**config.mk**
```make
export PLATFORM = sky130hd
export DESIGN_NAME = win_shadow_bank
export DESIGN_NICKNAME = d
export VERILOG_FILES = /design/src/rtl/win_shadow_pkg.sv /design/src/rtl/win_shadow_vs_edge.sv /design/src/rtl/win_shadow_slot.sv /design/src/rtl/win_shadow_bank.sv
export SDC_FILE = /design/constraint.sdc
export NUM_CORES = 2
export LEC_CHECK = 0
export BUFFER_PORTS_ARGS = -buffer_cell sky130_fd_sc_hd__buf_2
export CAP_MARGIN = 25
export CORE_UTILIZATION = 40
export DETAILED_ROUTE_END_ITERATION = 8
export PLACE_DENSITY = 0.57
export SYNTH_ARGS = -nofsm -noshare
export SYNTH_HDL_FRONTEND = slang
export SYNTH_SLANG_ARGS = --single-unit
```
**constraint.sdc**
```tcl
create_clock -name clk -period 1.8 [get_ports clk]
set_clock_uncertainty 0.15 [all_clocks]
set_input_delay 0.09 -clock clk [delete_from_list [all_inputs] [get_ports clk]]
set_output_delay 0.09 -clock clk [all_outputs]
set_load 0.1 [all_outputs]
```
**src/rtl/win_shadow_pkg.sv**
```systemverilog
package win_shadow_pkg;
  localparam int SEL_W  = 3;
  localparam int CTRL_W = 2;
  typedef enum logic [SEL_W-1:0] {
    F_START = 3'd0,
    F_END   = 3'd1,
    F_POS   = 3'd2,
    F_SIZE  = 3'd3,
    F_CTRL  = 3'd4
  } fld_e;
endpackage

```
**src/rtl/win_shadow_vs_edge.sv**
```systemverilog
module win_shadow_vs_edge (
  input  logic clk,
  input  logic rst_n,
  input  logic vsync_i,
  output logic rise_o
);
  logic vs_q;
  always_ff @(posedge clk) begin
    if (!rst_n) vs_q <= 1'b0;
    else        vs_q <= vsync_i;
  end
  assign rise_o = vsync_i & ~vs_q;
endmodule

```
**src/rtl/win_shadow_slot.sv**
```systemverilog
module win_shadow_slot
  import win_shadow_pkg::*;
#(
  parameter int DATA_W = 32
) (
  input  logic              clk,
  input  logic              rst_n,
  input  logic              wr_hit_i,
  input  logic [SEL_W-1:0]  wr_sel_i,
  input  logic [DATA_W-1:0] wr_data_i,
  input  logic              load_i,
  output logic [DATA_W-1:0] pend_start_o,
  output logic [DATA_W-1:0] pend_end_o,
  output logic [DATA_W-1:0] pend_pos_o,
  output logic [DATA_W-1:0] pend_size_o,
  output logic [CTRL_W-1:0] pend_ctrl_o,
  output logic [DATA_W-1:0] act_start_o,
  output logic [DATA_W-1:0] act_end_o,
  output logic [DATA_W-1:0] act_pos_o,
  output logic [DATA_W-1:0] act_size_o,
  output logic [CTRL_W-1:0] act_ctrl_o
);
  // pending side: software writes
  always_ff @(posedge clk) begin
    if (!rst_n) begin
      pend_start_o <= '0;
      pend_end_o   <= '0;
      pend_pos_o   <= '0;
      pend_size_o  <= '0;
      pend_ctrl_o  <= '0;
    end else if (wr_hit_i) begin
      case (wr_sel_i)
        F_START: pend_start_o <= wr_data_i;
        F_END:   pend_end_o   <= wr_data_i;
        F_POS:   pend_pos_o   <= wr_data_i;
        F_SIZE:  pend_size_o  <= wr_data_i;
        F_CTRL:  pend_ctrl_o  <= wr_data_i[CTRL_W-1:0];
        default: ;
      endcase
    end
  end

  // active side: loaded from pre-write pending values
  always_ff @(posedge clk) begin
    if (!rst_n) begin
      act_start_o <= '0;
      act_end_o   <= '0;
      act_pos_o   <= '0;
      act_size_o  <= '0;
      act_ctrl_o  <= '0;
    end else if (load_i) begin
      act_start_o <= pend_start_o;
      act_end_o   <= pend_end_o;
      act_pos_o   <= pend_pos_o;
      act_size_o  <= pend_size_o;
      act_ctrl_o  <= pend_ctrl_o;
    end
  end
endmodule

```
**src/rtl/win_shadow_bank.sv**
```systemverilog
module win_shadow_bank
  import win_shadow_pkg::*;
#(
  parameter int NUM_WIN   = 5,
  parameter int DATA_W    = 32,
  parameter int WIN_IDX_W = (NUM_WIN > 1) ? $clog2(NUM_WIN) : 1
) (
  input  logic                        clk,
  input  logic                        rst_n,
  input  logic                        wr_en_i,
  input  logic [WIN_IDX_W-1:0]        wr_win_i,
  input  logic [SEL_W-1:0]            wr_sel_i,
  input  logic [DATA_W-1:0]           wr_data_i,
  input  logic [WIN_IDX_W-1:0]        rd_win_i,
  input  logic [SEL_W-1:0]            rd_sel_i,
  output logic [DATA_W-1:0]           rd_data_o,
  input  logic                        vsync_i,
  input  logic [NUM_WIN-1:0]          prot_win_i,
  input  logic                        prot_all_i,
  output logic [NUM_WIN*DATA_W-1:0]   act_start_o,
  output logic [NUM_WIN*DATA_W-1:0]   act_end_o,
  output logic [NUM_WIN*DATA_W-1:0]   act_pos_o,
  output logic [NUM_WIN*DATA_W-1:0]   act_size_o,
  output logic [NUM_WIN*CTRL_W-1:0]   act_ctrl_o,
  output logic [NUM_WIN-1:0]          act_on_o
);
  logic vs_rise;
  logic [DATA_W-1:0] p_start [NUM_WIN];
  logic [DATA_W-1:0] p_end   [NUM_WIN];
  logic [DATA_W-1:0] p_pos   [NUM_WIN];
  logic [DATA_W-1:0] p_size  [NUM_WIN];
  logic [CTRL_W-1:0] p_ctrl  [NUM_WIN];

  win_shadow_vs_edge u_edge (
    .clk     (clk),
    .rst_n   (rst_n),
    .vsync_i (vsync_i),
    .rise_o  (vs_rise)
  );

  for (genvar w = 0; w < NUM_WIN; w++) begin : g_win
    logic hit, load;
    assign hit  = wr_en_i && (wr_win_i == WIN_IDX_W'(w));
    assign load = vs_rise && !prot_all_i && !prot_win_i[w];

    win_shadow_slot #(.DATA_W(DATA_W)) u_slot (
      .clk          (clk),
      .rst_n        (rst_n),
      .wr_hit_i     (hit),
      .wr_sel_i     (wr_sel_i),
      .wr_data_i    (wr_data_i),
      .load_i       (load),
      .pend_start_o (p_start[w]),
      .pend_end_o   (p_end[w]),
      .pend_pos_o   (p_pos[w]),
      .pend_size_o  (p_size[w]),
      .pend_ctrl_o  (p_ctrl[w]),
      .act_start_o  (act_start_o[w*DATA_W +: DATA_W]),
      .act_end_o    (act_end_o[w*DATA_W +: DATA_W]),
      .act_pos_o    (act_pos_o[w*DATA_W +: DATA_W]),
      .act_size_o   (act_size_o[w*DATA_W +: DATA_W]),
      .act_ctrl_o   (act_ctrl_o[w*CTRL_W +: CTRL_W])
    );

    // shown only when window and channel enable are both active
    assign act_on_o[w] = &act_ctrl_o[w*CTRL_W +: CTRL_W];
  end

  always_comb begin
    rd_data_o = '0;
    for (int w = 0; w < NUM_WIN; w++) begin
      if (rd_win_i == WIN_IDX_W'(w)) begin
        case (rd_sel_i)
          F_START: rd_data_o = p_start[w];
          F_END:   rd_data_o = p_end[w];
          F_POS:   rd_data_o = p_pos[w];
          F_SIZE:  rd_data_o = p_size[w];
          F_CTRL:  rd_data_o = DATA_W'(p_ctrl[w]);
          default: rd_data_o = '0;
        endcase
      end
    end
  end
endmodule

```
==> flow_metrics.py <==
metrics = {
    "setup_path": {
        "crit_path_start_kind": "flip-flop",
        "crit_path_max_fanout": 2,
        "end_kind": "output port",
        "crit_arrival_ps": 2630,
        "worstSetupPathType": "reg -> out",
        "crit_required_ps": 1560,
    },
    "yosys": {
        "synthXorXnorAreaFrac_pct": 0,
        "ys_warn_count": 0,
        "synthMuxAreaShare_pct": 5.22,
        "syn-instance-count": 6486,
        "ys_seq_elements": 1301,
        "yosys.area.top_type": "dfxtp_1",
        "synth.top_cells.by_count": "nand2_1 (2,635), dfxtp_1 (1,301), a21boi_0 (733)",
        "synthAdderAreaFrac_pct": 0,
        "synth_area_um2": 54300,
        "async_flop_share_pct": 0,
        "synthFlopType": "dfxtp_1",
        "synth.most_common_cell": "nand2_1",
        "yosysSeqAreaShare_pct": 48.0,
        "synth_top_family_by_area": "compound AO/OA/AOI/OAI gates",
        "avgSynthCellArea_um2": 8.37,
        "synth-simple-area-share_pct": 20.2,
        "synthTopCellsByArea": "dfxtp_1 (48%), nand2_1 (18%), a21boi_0 (10%), a21boi_1 (7.8%), mux2i_1 (2.7%)",
        "synth_edf_count": 0,
        "synth_top_area_share_pct": 48.0,
        "syn_nets": 6540,
        "ys_types": 64,
        "synth_compound_area_share_pct": 21.5,
    },
    "drt": {
        "wire_per_inst_um": 26.5,
        "post_drt_via_cell_ratio": 5.50,
        "ant_nets": 0,
        "drtIter0Drc": 5687,
        "drcViolationCount": 0,
        "vias": 53700,
        "firstDrtPassIters": 7,
        "totalWireLength_um": 259000,
    },
    "finish": {
        "nets": 7931,
        "layout-drive-gt1-share_pct": 34.6,
        "nFillCells": 11800,
        "utilization_pct": 58.6,
        "seq_area_um2": 26300,
        "multi_input_area_um2": 28700,
        "syn2layout_area_growth_pct": 44.8,
        "instances_no_fill": 9760,
    },
    "global_route": {
        "grt_use_total_pct": 35.9,
        "grt_pass1_vias": 48900,
        "antenna_found_initial": 13,
        "grt_max_degree": 85,
        "grt_pass1_wl_um": 356000,
        "grt.overflow.total": 0,
    },
    "sta": {
        "max_slew_margin_pct": 61.1,
        "timing.final.crit_period_ps": 2870,
        "setup_viol_count_final": 1190,
        "rsz0062_at_grt": "yes",
        "slew_violations": 0,
        "layout_setup_ws_ps": -1070,
        "whs_ps": 51.3,
        "fin_crit_sh_pct": 160,
        "hold_viol": 0,
        "worst_pin_slew_ps": 567,
        "max_freq_mhz": 348,
    },
    "die": {
        "io_pins": 741,
        "die_y_um": 370,
        "core_area_um2": 134000,
        "initial_core_util_pct": 40.5,
        "die_x_um": 370,
        "fp.dieArea_um2": 137000,
        "rows": 134,
    },
    "placement": {
        "gp_congestion": 1.03,
        "dpl.hpwl_um": 185000,
        "portBuffers": 740,
        "dp.cells": 9316,
    },
    "outcome": {
        "violations": "negative setup slack",
        "status": "finished with violations",
    },
    "clock_tree": {
        "cts_num_sinks": 1301,
        "cts_tree": "yes",
        "clk_pin_slew_ps": 60,
        "root_buffer": "clkbuf_16",
        "clk_latency_ps": 820,
        "clock_path_buffers": 3,
        "numCtsBuffers": 145,
        "htreeDepth": 4,
    },
    "power_and_ir_drop": {
        "design_power_total_mw": 64.9,
        "leakage_nw": 32.9,
        "power_density_nw_per_um2": 827,
        "vdd_drop_max_v": 0.000829,
    },
    "run": {
        "maxCapViolCount": 0,
    },
    "min_path": {
        "holdCritPathClass": "in -> reg",
    },
}
## layout make-up
type / count / share of cell area (%)
clock inverter: 51 / 0.876
multi-input combinational: 4587 / 36.5
sequential: 1301 / 33.4
inverter: 5 / 0.0303
timing repair buffer: 1837 / 21.1
clock buffer: 208 / 5.27
tap: 1768 / 2.82
antenna: 3 / 0.00956
## power by group
group          switching [mW]  leakage (nW)  internal, mW
Clock                    12.9          2.35          17.4
Sequential             0.0695          10.5          28.8
Combinational            3.33          20.0          2.31
Total                    16.3          32.9          48.6
## metal layers
layer	part of all wire, %	up-vias	wire length, um	global-route usage (%)
met5	0.014	-	35	0
met4	4.6	6	11900	14.7
met3	9.2	453	23800	6.94
met2	44	2549	114000	54.3
met1	42	26400	109000	49.8
li1	-	24300	-	-
## placed cells by master (no fill, tap or decap), types with 52 or more instances in the layout
| cell type | count |
|---|---|
| a21boi_2 | 129 |
| buf_4 | 755 |
| a21boi_0 | 389 |
| buf_12 | 216 |
| dfxtp_2 | 119 |
| a21boi_1 | 782 |
| mux2i_1 | 129 |
| nand2_2 | 62 |
| dlygate4sd3_1 | 52 |
| nand2_1 | 2380 |
| nand3_1 | 65 |
| nand2_4 | 179 |
| clkbuf_16 | 174 |
| dfxtp_1 | 1167 |
| buf_2 | 664 |
## sequential cells by signal, summed over array words and instances (netlist names)
name and count:
g_win.u_slot.pend_end_o 160, g_win.u_slot.pend_start_o 160, g_win.u_slot.pend_ctrl_o 10, g_win.u_slot.act_ctrl_o 10, g_win.u_slot.act_size_o 160, g_win.u_slot.act_pos_o 160
g_win.u_slot.act_end_o 160, g_win.u_slot.pend_pos_o 160, g_win.u_slot.act_start_o 160, u_edge.vs_q 1, g_win.u_slot.pend_size_o 160
## timing repair
item / 4_1_cts / 5_1_grt
setup endpoints to repair: 1307 / 1335
gates resized for setup: 596 / 888
hold buffers: 52 / 0
gates cloned: 29 / 33
endpoints found under the hold margin: 1301 / 0
pin swaps: 111 / 348
setup buffers: 39 / 54
## stage by stage
step                      TNS [ps]  setup WS, ps  instance area, um2
after floorplan              -4950          -294               54700
after global placement      -72330          -959               67100
after detailed placement    -88700          -920               67100
after CTS                  -193230         -1070               75300
after global routing       -241070         -1050               78500
final                      -190490         -1070               78600
## logic make-up (layout without fill, tap and decap cells)
| group | after synthesis | after routing |
|---|---|---|
| flip-flops | 1301 | 1301 |
| AO/OA/AOI/OAI | 1552 | 1552 |
| buffers and inverters | 598 | 2101 |
| multiplexers | 218 | 218 |
| other | 0 | 3 |
| AND/OR/NAND/NOR | 2817 | 2817 |
## critical path: stages (launching register included)
cell	delay, ps
dfxtp_2	330
mux4_2	580
a32o_2	280
a31oi_2	200
buf_4	190
nor2_4	60
buf_12	170
## final timing paths
kind	from	to	slack (ps)	depth (start not counted)
worst max-delay path	g_win[1].u_slot.pend_size_o[13]	rd_data_o[13]	-1070	6
worst min-delay path	vsync_i	g_win[1].u_slot.act_end_o[26]	50	6
worst max register to register	u_edge.vs_q	g_win[0].u_slot.act_size_o[23]	-410	9
worst min register to register	g_win[4].u_slot.act_size_o[12]	g_win[4].u_slot.act_size_o[12]	290	2
Power figures use the tool's default switching activity.
